## config.mk

```make
export PLATFORM = sky130hd
export DESIGN_NAME = sync_slave_rx
export DESIGN_NICKNAME = d
export VERILOG_FILES = /design/src/rtl/ssrx_pkg.sv /design/src/rtl/ssrx_edge_sync.sv /design/src/rtl/ssrx_shifter.sv /design/src/rtl/ssrx_hold_fifo.sv /design/src/rtl/sync_slave_rx.sv
export SDC_FILE = /design/constraint.sdc
export NUM_CORES = 1
export LEC_CHECK = 0
export BUFFER_PORTS_ARGS = -buffer_cell sky130_fd_sc_hd__buf_4
export CORE_MARGIN = 4
export CORE_UTILIZATION = 40
export DETAILED_ROUTE_END_ITERATION = 8
export PLACE_DENSITY_LB_ADDON = 0.08
export SETUP_SLACK_MARGIN = 0.3
export SKIP_CTS_REPAIR_TIMING = 1
export SYNTH_ARGS = -nofsm -noshare
export SYNTH_HDL_FRONTEND = slang
export SYNTH_SLANG_ARGS = --single-unit
```

## constraint.sdc

```tcl
create_clock -name clk_i -period 2.72 [get_ports clk_i]
set_input_delay 0.68 -clock clk_i [delete_from_list [all_inputs] [get_ports clk_i]]
set_output_delay 0.68 -clock clk_i [all_outputs]
set_load 0.03 [all_outputs]
```

## src/rtl/ssrx_pkg.sv

```systemverilog
package ssrx_pkg;
  localparam int unsigned SSRX_DATA_W = 8;

  typedef struct packed {
    logic                   b9;
    logic [SSRX_DATA_W-1:0] data;
  } ssrx_word_t;
endpackage

```

## src/rtl/ssrx_edge_sync.sv

```systemverilog
module ssrx_edge_sync #(
  parameter int unsigned STAGES = 2
) (
  input  logic clk_i,
  input  logic rst_ni,
  input  logic sclk_i,
  input  logic sdata_i,
  output logic rise_o,
  output logic data_o
);
  logic [STAGES-1:0] clk_sync_q;
  logic [STAGES-1:0] dat_sync_q;
  logic              clk_prev_q;

  always_ff @(posedge clk_i or negedge rst_ni) begin
    if (!rst_ni) begin
      clk_sync_q <= '0;
      dat_sync_q <= '0;
      clk_prev_q <= 1'b0;
    end else begin
      clk_sync_q <= {clk_sync_q[STAGES-2:0], sclk_i};
      dat_sync_q <= {dat_sync_q[STAGES-2:0], sdata_i};
      clk_prev_q <= clk_sync_q[STAGES-1];
    end
  end

  assign rise_o = clk_sync_q[STAGES-1] & ~clk_prev_q;
  assign data_o = dat_sync_q[STAGES-1];
endmodule

```

## src/rtl/ssrx_shifter.sv

```systemverilog
module ssrx_shifter
  import ssrx_pkg::*;
#(
  parameter int unsigned W = SSRX_DATA_W + 1
) (
  input  logic       clk_i,
  input  logic       rst_ni,
  input  logic       clr_i,
  input  logic       en_i,
  input  logic       rise_i,
  input  logic       bit_i,
  input  logic       nine_i,
  output logic       done_o,
  output ssrx_word_t word_o
);
  localparam int unsigned CNT_W = $clog2(W + 1);
  localparam logic [CNT_W-1:0] LAST9 = CNT_W'(W - 1);
  localparam logic [CNT_W-1:0] LAST8 = CNT_W'(W - 2);

  logic [W-1:0]     sr_q, sr_nxt;
  logic [CNT_W-1:0] cnt_q;
  logic [CNT_W-1:0] last;

  assign sr_nxt = {bit_i, sr_q[W-1:1]};
  assign last   = nine_i ? LAST9 : LAST8;
  assign done_o = en_i & rise_i & (cnt_q == last);

  always_comb begin
    if (nine_i) begin
      word_o.b9   = sr_nxt[W-1];
      word_o.data = sr_nxt[W-2:0];
    end else begin
      word_o.b9   = 1'b0;
      word_o.data = sr_nxt[W-1:1];
    end
  end

  always_ff @(posedge clk_i or negedge rst_ni) begin
    if (!rst_ni) begin
      sr_q  <= '0;
      cnt_q <= '0;
    end else if (clr_i || !en_i) begin
      cnt_q <= '0;
      if (clr_i) sr_q <= '0;
    end else if (rise_i) begin
      sr_q  <= sr_nxt;
      cnt_q <= done_o ? '0 : cnt_q + 1'b1;
    end
  end
endmodule

```

## src/rtl/ssrx_hold_fifo.sv

```systemverilog
module ssrx_hold_fifo
  import ssrx_pkg::*;
#(
  parameter int unsigned DEPTH = 2
) (
  input  logic       clk_i,
  input  logic       rst_ni,
  input  logic       clr_i,
  input  logic       push_i,
  input  ssrx_word_t wdata_i,
  input  logic       pop_i,
  output ssrx_word_t rdata_o,
  output logic       empty_o,
  output logic       full_o
);
  localparam int unsigned PTR_W = (DEPTH > 1) ? $clog2(DEPTH) : 1;
  localparam int unsigned CNT_W = $clog2(DEPTH + 1);
  localparam logic [PTR_W-1:0] PTR_MAX = PTR_W'(DEPTH - 1);

  ssrx_word_t       mem_q [DEPTH];
  logic [PTR_W-1:0] wr_ptr_q, rd_ptr_q;
  logic [CNT_W-1:0] cnt_q;
  logic             do_push, do_pop;

  assign empty_o = (cnt_q == '0);
  assign full_o  = (cnt_q == CNT_W'(DEPTH));
  assign do_push = push_i & ~full_o;
  assign do_pop  = pop_i & ~empty_o;
  assign rdata_o = empty_o ? '0 : mem_q[rd_ptr_q];

  always_ff @(posedge clk_i or negedge rst_ni) begin
    if (!rst_ni) begin
      for (int i = 0; i < int'(DEPTH); i++) mem_q[i] <= '0;
      wr_ptr_q <= '0;
      rd_ptr_q <= '0;
      cnt_q    <= '0;
    end else if (clr_i) begin
      wr_ptr_q <= '0;
      rd_ptr_q <= '0;
      cnt_q    <= '0;
    end else begin
      if (do_push) begin
        mem_q[wr_ptr_q] <= wdata_i;
        wr_ptr_q <= (wr_ptr_q == PTR_MAX) ? '0 : wr_ptr_q + 1'b1;
      end
      if (do_pop) rd_ptr_q <= (rd_ptr_q == PTR_MAX) ? '0 : rd_ptr_q + 1'b1;
      case ({do_push, do_pop})
        2'b10:   cnt_q <= cnt_q + 1'b1;
        2'b01:   cnt_q <= cnt_q - 1'b1;
        default: cnt_q <= cnt_q;
      endcase
    end
  end
endmodule

```

## src/rtl/sync_slave_rx.sv

```systemverilog
module sync_slave_rx
  import ssrx_pkg::*;
#(
  parameter int unsigned SYNC_STAGES = 2,
  parameter int unsigned HOLD_DEPTH  = 2
) (
  input  logic                   clk_i,
  input  logic                   rst_ni,
  input  logic                   port_en_i,
  input  logic                   sync_mode_i,
  input  logic                   clk_master_i,
  input  logic                   cont_rx_en_i,
  input  logic                   single_rx_en_i,
  input  logic                   nine_bit_i,
  input  logic                   rx_int_en_i,
  input  logic                   sclk_i,
  input  logic                   sdata_i,
  input  logic                   rd_i,
  output logic [SSRX_DATA_W-1:0] rx_data_o,
  output logic                   rx_bit9_o,
  output logic                   rx_done_o,
  output logic                   irq_o,
  output logic                   overrun_o
);
  localparam int unsigned WORD_W = SSRX_DATA_W + 1;

  logic       slave_active, rx_run, clr_all;
  logic       s_rise, s_data;
  logic       word_done, q_empty, q_full;
  logic       ovr_q;
  ssrx_word_t word_in, word_out;
  logic       unused_single_rx;

  // slave mode ignores the single-receive request
  assign unused_single_rx = single_rx_en_i;

  assign slave_active = port_en_i & sync_mode_i & ~clk_master_i;
  assign rx_run       = slave_active & cont_rx_en_i & ~ovr_q;
  assign clr_all      = ~port_en_i;

  ssrx_edge_sync #(.STAGES(SYNC_STAGES)) u_sync (
    .clk_i   (clk_i),
    .rst_ni  (rst_ni),
    .sclk_i  (sclk_i),
    .sdata_i (sdata_i),
    .rise_o  (s_rise),
    .data_o  (s_data)
  );

  ssrx_shifter #(.W(WORD_W)) u_shift (
    .clk_i  (clk_i),
    .rst_ni (rst_ni),
    .clr_i  (clr_all),
    .en_i   (rx_run),
    .rise_i (s_rise),
    .bit_i  (s_data),
    .nine_i (nine_bit_i),
    .done_o (word_done),
    .word_o (word_in)
  );

  ssrx_hold_fifo #(.DEPTH(HOLD_DEPTH)) u_hold (
    .clk_i   (clk_i),
    .rst_ni  (rst_ni),
    .clr_i   (clr_all),
    .push_i  (word_done),
    .wdata_i (word_in),
    .pop_i   (rd_i),
    .rdata_o (word_out),
    .empty_o (q_empty),
    .full_o  (q_full)
  );

  // overrun: sticky until continuous-receive enable drops
  always_ff @(posedge clk_i or negedge rst_ni) begin
    if (!rst_ni)                        ovr_q <= 1'b0;
    else if (clr_all || !cont_rx_en_i)  ovr_q <= 1'b0;
    else if (word_done && q_full)       ovr_q <= 1'b1;
  end

  assign rx_data_o = word_out.data;
  assign rx_bit9_o = word_out.b9;
  assign rx_done_o = ~q_empty;
  assign irq_o     = ~q_empty & rx_int_en_i;
  assign overrun_o = ovr_q;
endmodule

```

After elaboration in Yosys (flattened, before gate mapping)
Index checks and enable logic that the tools add are counted.
- flip-flop bits (word level): 41
- latch bits: 0
- memory bits (writable): 0
- ROM bits: 0
- bits of input ports: 12
- logic and storage cells: 83
- memories kept: 0
- $add $sub $neg: 5
- $mul: 0
- divide/modulo/power cells: 0
- order comparisons: 3
- eq/ne operators: 8
- shift operators: 0
- muxes and demuxes: 25
- bitwise gates (word level): 18
- reduce and logical (&&, ||, !) cells: 11
- operators by type and width (cell ; number):
    $mux 9 ; 9
    $bwmux 18 ; 1
    $mux 4 ; 4
    $and 1x1->1 ; 10
    $demux 9 s1 ; 1
    $mux 1 ; 8
    $not 1->1 ; 6
    $add 4x1->4 const B ; 1
    $eq 2x2->1 const B ; 2
    $eq 4x4->1 ; 1
    $ge 2x2->1 const B ; 2
    $ne 2x1->1 const B ; 2
    $not 1->2 ; 2
    $pmux 2 s2 ; 1
    $reduce_and 2->1 ; 2
    $reduce_bool 2->1 ; 2
    $ne 3x1->1 const B ; 1
    $add 1x1->1 const B ; 2
    $add 2x1->2 const B ; 1
    $eq 2x1->1 const B ; 1
    $logic_and 1x1->1 ; 2
    $logic_not 1->1 ; 2
    $logic_not 2->1 ; 1
    $logic_or 1x1->1 ; 2
    4 further kinds ; 4

Logic depth before layout (Yosys ltp)
- word-level depth: 10
- depth in mapped cells: 5
- mapped depth without buffers: 4

By module
A second synthesis with hierarchy kept.
- cell total of the unflattened synthesis: 170
- area total of the unflattened synthesis: 1971.9 µm²
- modules (own cells, without submodules) (module ; instances ; cells an instance ; area an instance (µm²)):
    ssrx_hold_fifo ; 1 ; 80 ; 1027.2
    ssrx_shifter ; 1 ; 76 ; 739.5
    ssrx_edge_sync ; 1 ; 6 ; 138.9
    sync_slave_rx ; 1 ; 8 ; 66.3

Least setup slack after synthesis
OpenSTA, ideal clock, no wires.
- kind: input to register
- start: input clk_master_i
- end: register u_hold.mem_q[10] (netlist bit)
- data arrival time: 2.166 ns
- required time: 2.595 ns
- path slack: 0.430 ns
- stages on the path: 4
- buffers on the path: 0
- path through: or3b_4 > or2_4 > nor4_4 > mux2_2
- cells in the longest elaborated chain, start to end: 8
- ends and longest elaborated chain (element ; RTL line ; source):
    start, declared ; sync_slave_rx.sv:11 ; input logic clk_master_i,
    $not 1->1 ; sync_slave_rx.sv:37 ; assign slave_active = port_en_i & sync_mode_i & ~clk_master_i;
    $and 1x1->1 ; sync_slave_rx.sv:37 ;
    $and 1x1->1 (2 in a row) ; sync_slave_rx.sv:38 ; assign rx_run = slave_active & cont_rx_en_i & ~ovr_q;
    $and 1x1->1 (2 in a row) ; ssrx_shifter.sv:26 ; assign done_o = en_i & rise_i & (cnt_q == last);
    $and 1x1->1 ; ssrx_hold_fifo.sv:27 ; assign do_push = push_i & ~full_o;
    $reduce_and 2->1 (no line) ; -- ;
    end signal, assigned by index ; ssrx_hold_fifo.sv:43 ; mem_q[wr_ptr_q] <= wdata_i;
    end, declared ; ssrx_hold_fifo.sv:20 ; ssrx_word_t mem_q [DEPTH];
No other way between the ends.
A chain may end at the register's enable or synchronous reset.

Final worst setup path
- start: register u_hold.cnt_q[1]
- end: output rx_data_o[5]
- cells in the longest elaborated chain, start to end: 2
- ends and longest elaborated chain (element ; RTL line ; source):
    start, declared ; ssrx_hold_fifo.sv:22 ; logic [CNT_W-1:0] cnt_q;
    start signal, assigned ; ssrx_hold_fifo.sv:48 ; 2'b10: cnt_q <= cnt_q + 1'b1;
    start signal, assigned ; ssrx_hold_fifo.sv:49 ; 2'b01: cnt_q <= cnt_q - 1'b1;
    start signal, assigned ; ssrx_hold_fifo.sv:50 ; default: cnt_q <= cnt_q;
    $logic_not 2->1 ; ssrx_hold_fifo.sv:25 ; assign empty_o = (cnt_q == '0);
    $mux 9 ; ssrx_hold_fifo.sv:29 ; assign rdata_o = empty_o ? '0 : mem_q[rd_ptr_q];
    end, declared ; sync_slave_rx.sv:19 ; output logic [SSRX_DATA_W-1:0] rx_data_o,
No other way between the ends.

==> results.cfg <==
[route]
drt-initial-drc-count = 70
drt-pass1-iter-count = 4
vias = 1375
ant_nets = 0
wl_met1_mm = 1.80
wl_met3_um = 140
dr_wl_met2_mm = 1.93
via_per_inst = 5.35
routed.top_layer = met4
drc = 0
wirelength_mm = 3.90
drt-wirelength-per-cell_um = 15.2

[power_and_ir_drop]
power_density_nw_per_um2 = 462
p_sw_frac = 0.215
internal_power_mw = 0.823
p_leak_nw = 1.01
power_mw = 1.05
pwr-share-seq = 0.573
peakVddDrop_uv = 288
clkPwrFrac = 0.383
p_switching_mw = 0.226
combPwrFrac = 0.044

[die]
die_w_um = 77.5
dieArea_um2 = 6010
core_um2 = 4690
die_h_um = 77.5
start_util = 0.412
std_cell_rows = 25
num_io_pins = 24

[critical_path]
reg2regPathDepth = 5
required_ns = 2.04
startpoint = u_hold.cnt_q[1]
path_depth = 4
path_cells = nor2_1, buf_4, nor2_1, buf_4
startpoint_type = flip-flop
ff2ff_setup_slack_ns = 0.73
cp_max_fo = 10
path_buf_inv = 2
reg2reg_from = u_shift.cnt_q[0]
slowest_stage = dfrtp_1
worst-setup-path-type = reg2out
arrival_ns = 1.53
path_delay_family = flip-flops
endpoint_kind = output pin
max_stage_delay_ns = 0.46

[grt]
grt_overflow = 0
grt_max_degree = 41
track_usage = 0.147
grt_pass1_wl_mm = 6.98
grt_pass1_vias = 1466
antenna_found_initial = 0

[sta]
period_minus_slack_ns = 2.21
setup_tns_ns = 0
slew_violations = 0
setup_viol_count_final = 0
rsz0062_at_grt = no
fin_skew_ns = 0.00766
final.setup.worst_slack_ns = 0.514
worst-slew-pin-transition_ns = 0.595
min_period_over_period = 0.811
hold_violations = 0
slew-limit-headroom = 0.604
max_freq_ghz = 0.453

[synth]
synthArstFlopShare = 1.00
yosysWarnings = 0
ys_ff_latch = 40
synthFlopType = dfrtp_1
syn-instance-count = 174
avgSynthCellArea_um2 = 11.1
synthesis.area_um2 = 1930
yosysUniqueCellTypes = 35
syn_nets = 187
synth-edff-count = 0
ys_seq_area_frac = 0.518

[flow_run]
cap_violations = 0

[place]
port_buffers = 22
dp_slack_ns = 0.332
routabilityCongestion = 0.708
place_hpwl_mm = 2.65

[finish]
areaGrowthSynthToFinish_pct = 17.4
n_antenna_cell = 0
mostFrequentLayoutCell = dfrtp_1
drive_gt1_frac = 0.340
nets = 215
mostFrequentLayoutCells = 40 x dfrtp_1, 27 x buf_4, 26 x mux2_2

[clock_network]
htreeDepth = 2
cts_buffers = 5
cts.clk_slew.worst_paths_ns = 0.08
cts.sinks = 40
clock_latency_ns = 0.29
cts_tree = done
cts_root_buffer = clkbuf_8
clk_path_buf_depth = 2

[worst_hold_path]
hold_path_class = in2async

[outcome]
outcome = finished, final reports clean
## flip-flops by register name (all words and copies together) (netlist names)
| signal | cells |
|---|---|
| u_sync.dat_sync_q | 2 |
| u_hold.cnt_q | 2 |
| u_sync.clk_sync_q | 2 |
| u_hold.rd_ptr_q | 1 |
| u_hold.wr_ptr_q | 1 |
| u_sync.clk_prev_q | 1 |
| u_hold.mem_q | 18 |
| u_shift.cnt_q | 4 |
| u_shift.sr_q | 8 |
| overrun_o | 1 |
## metal layers
metal  GRT usage  vias up
li1            -      673
met5           0        -
met1       0.186      678
met2       0.246       19
met4      0.0498        0
met3      0.0371        5
## cells in the mapped netlist, types with 2 or more instances
master	instances	area share
o21ai_0	10	0.026
o211ai_1	3	0.012
nand2b_1	2	0.0065
a31oi_1	2	0.0065
inv_1	2	0.0039
nand4_1	3	0.0097
a21oi_1	4	0.010
or3_1	2	0.0065
clkbuf_1	5	0.0097
nand3_1	5	0.013
nor2b_1	3	0.0097
mux2_2	26	0.15
mux2i_1	9	0.047
nand2_1	21	0.041
nor2_1	18	0.035
dfrtp_1	40	0.52
## power by group through the flow
stage / sequential (mW) / combinational (mW) / clock, mW
3_5_place_dp: 0.613 / 0.0474 / 0
5_1_grt: 0.601 / 0.0521 / 0.448
6_report: 0.601 / 0.0463 / 0.402
4_1_cts: 0.601 / 0.0478 / 0.417
2_1_floorplan: 0.612 / 0.0185 / 0
3_3_place_gp: 0.613 / 0.0450 / 0
## stage by stage
step | hold slack (ns) | util | std cells | cell area, um^2
after floorplan | 0.331 | - | 174 | 1930
after global placement | 0.334 | 0.465 | 249 | 2180
after detailed placement | 0.342 | 0.465 | 249 | 2180
after CTS | 0.357 | 0.484 | 257 | 2270
after global routing | 0.357 | 0.484 | 257 | 2270
final | 0.356 | 0.484 | 257 | 2270
## worst paths after layout
path,to
worst max-delay path,rx_data_o[5]
min in group clk_i,u_sync.clk_sync_q[1]
worst min register to register,u_sync.clk_sync_q[1]
worst min-delay path,u_shift.cnt_q[1]
worst max register to register,u_hold.mem_q[12]
max in group asynchronous,u_hold.mem_q[13]
## cell families after synthesis
family                   synth area share
XOR/XNOR                          0.00453
flip-flops                          0.518
adder cells (fa/ha/maj)           0.00647
AND/OR/NAND/NOR                     0.173
multiplexers                        0.198
buffers and inverters              0.0162
AO/OA/AOI/OAI                      0.0835
## area by class of cell
| class | instances | area, um^2 |
|---|---|---|
| Tap cell | 54 | 67.6 |
| Multi-Input combinational cell | 126 | 901 |
| Fill cell | 442 | 2420 |
| Clock buffer | 8 | 90.1 |
| Sequential cell | 40 | 1000 |
| Inverter | 2 | 7.51 |
| Timing Repair Buffer | 27 | 203 |
Power figures use the tool's default switching activity.
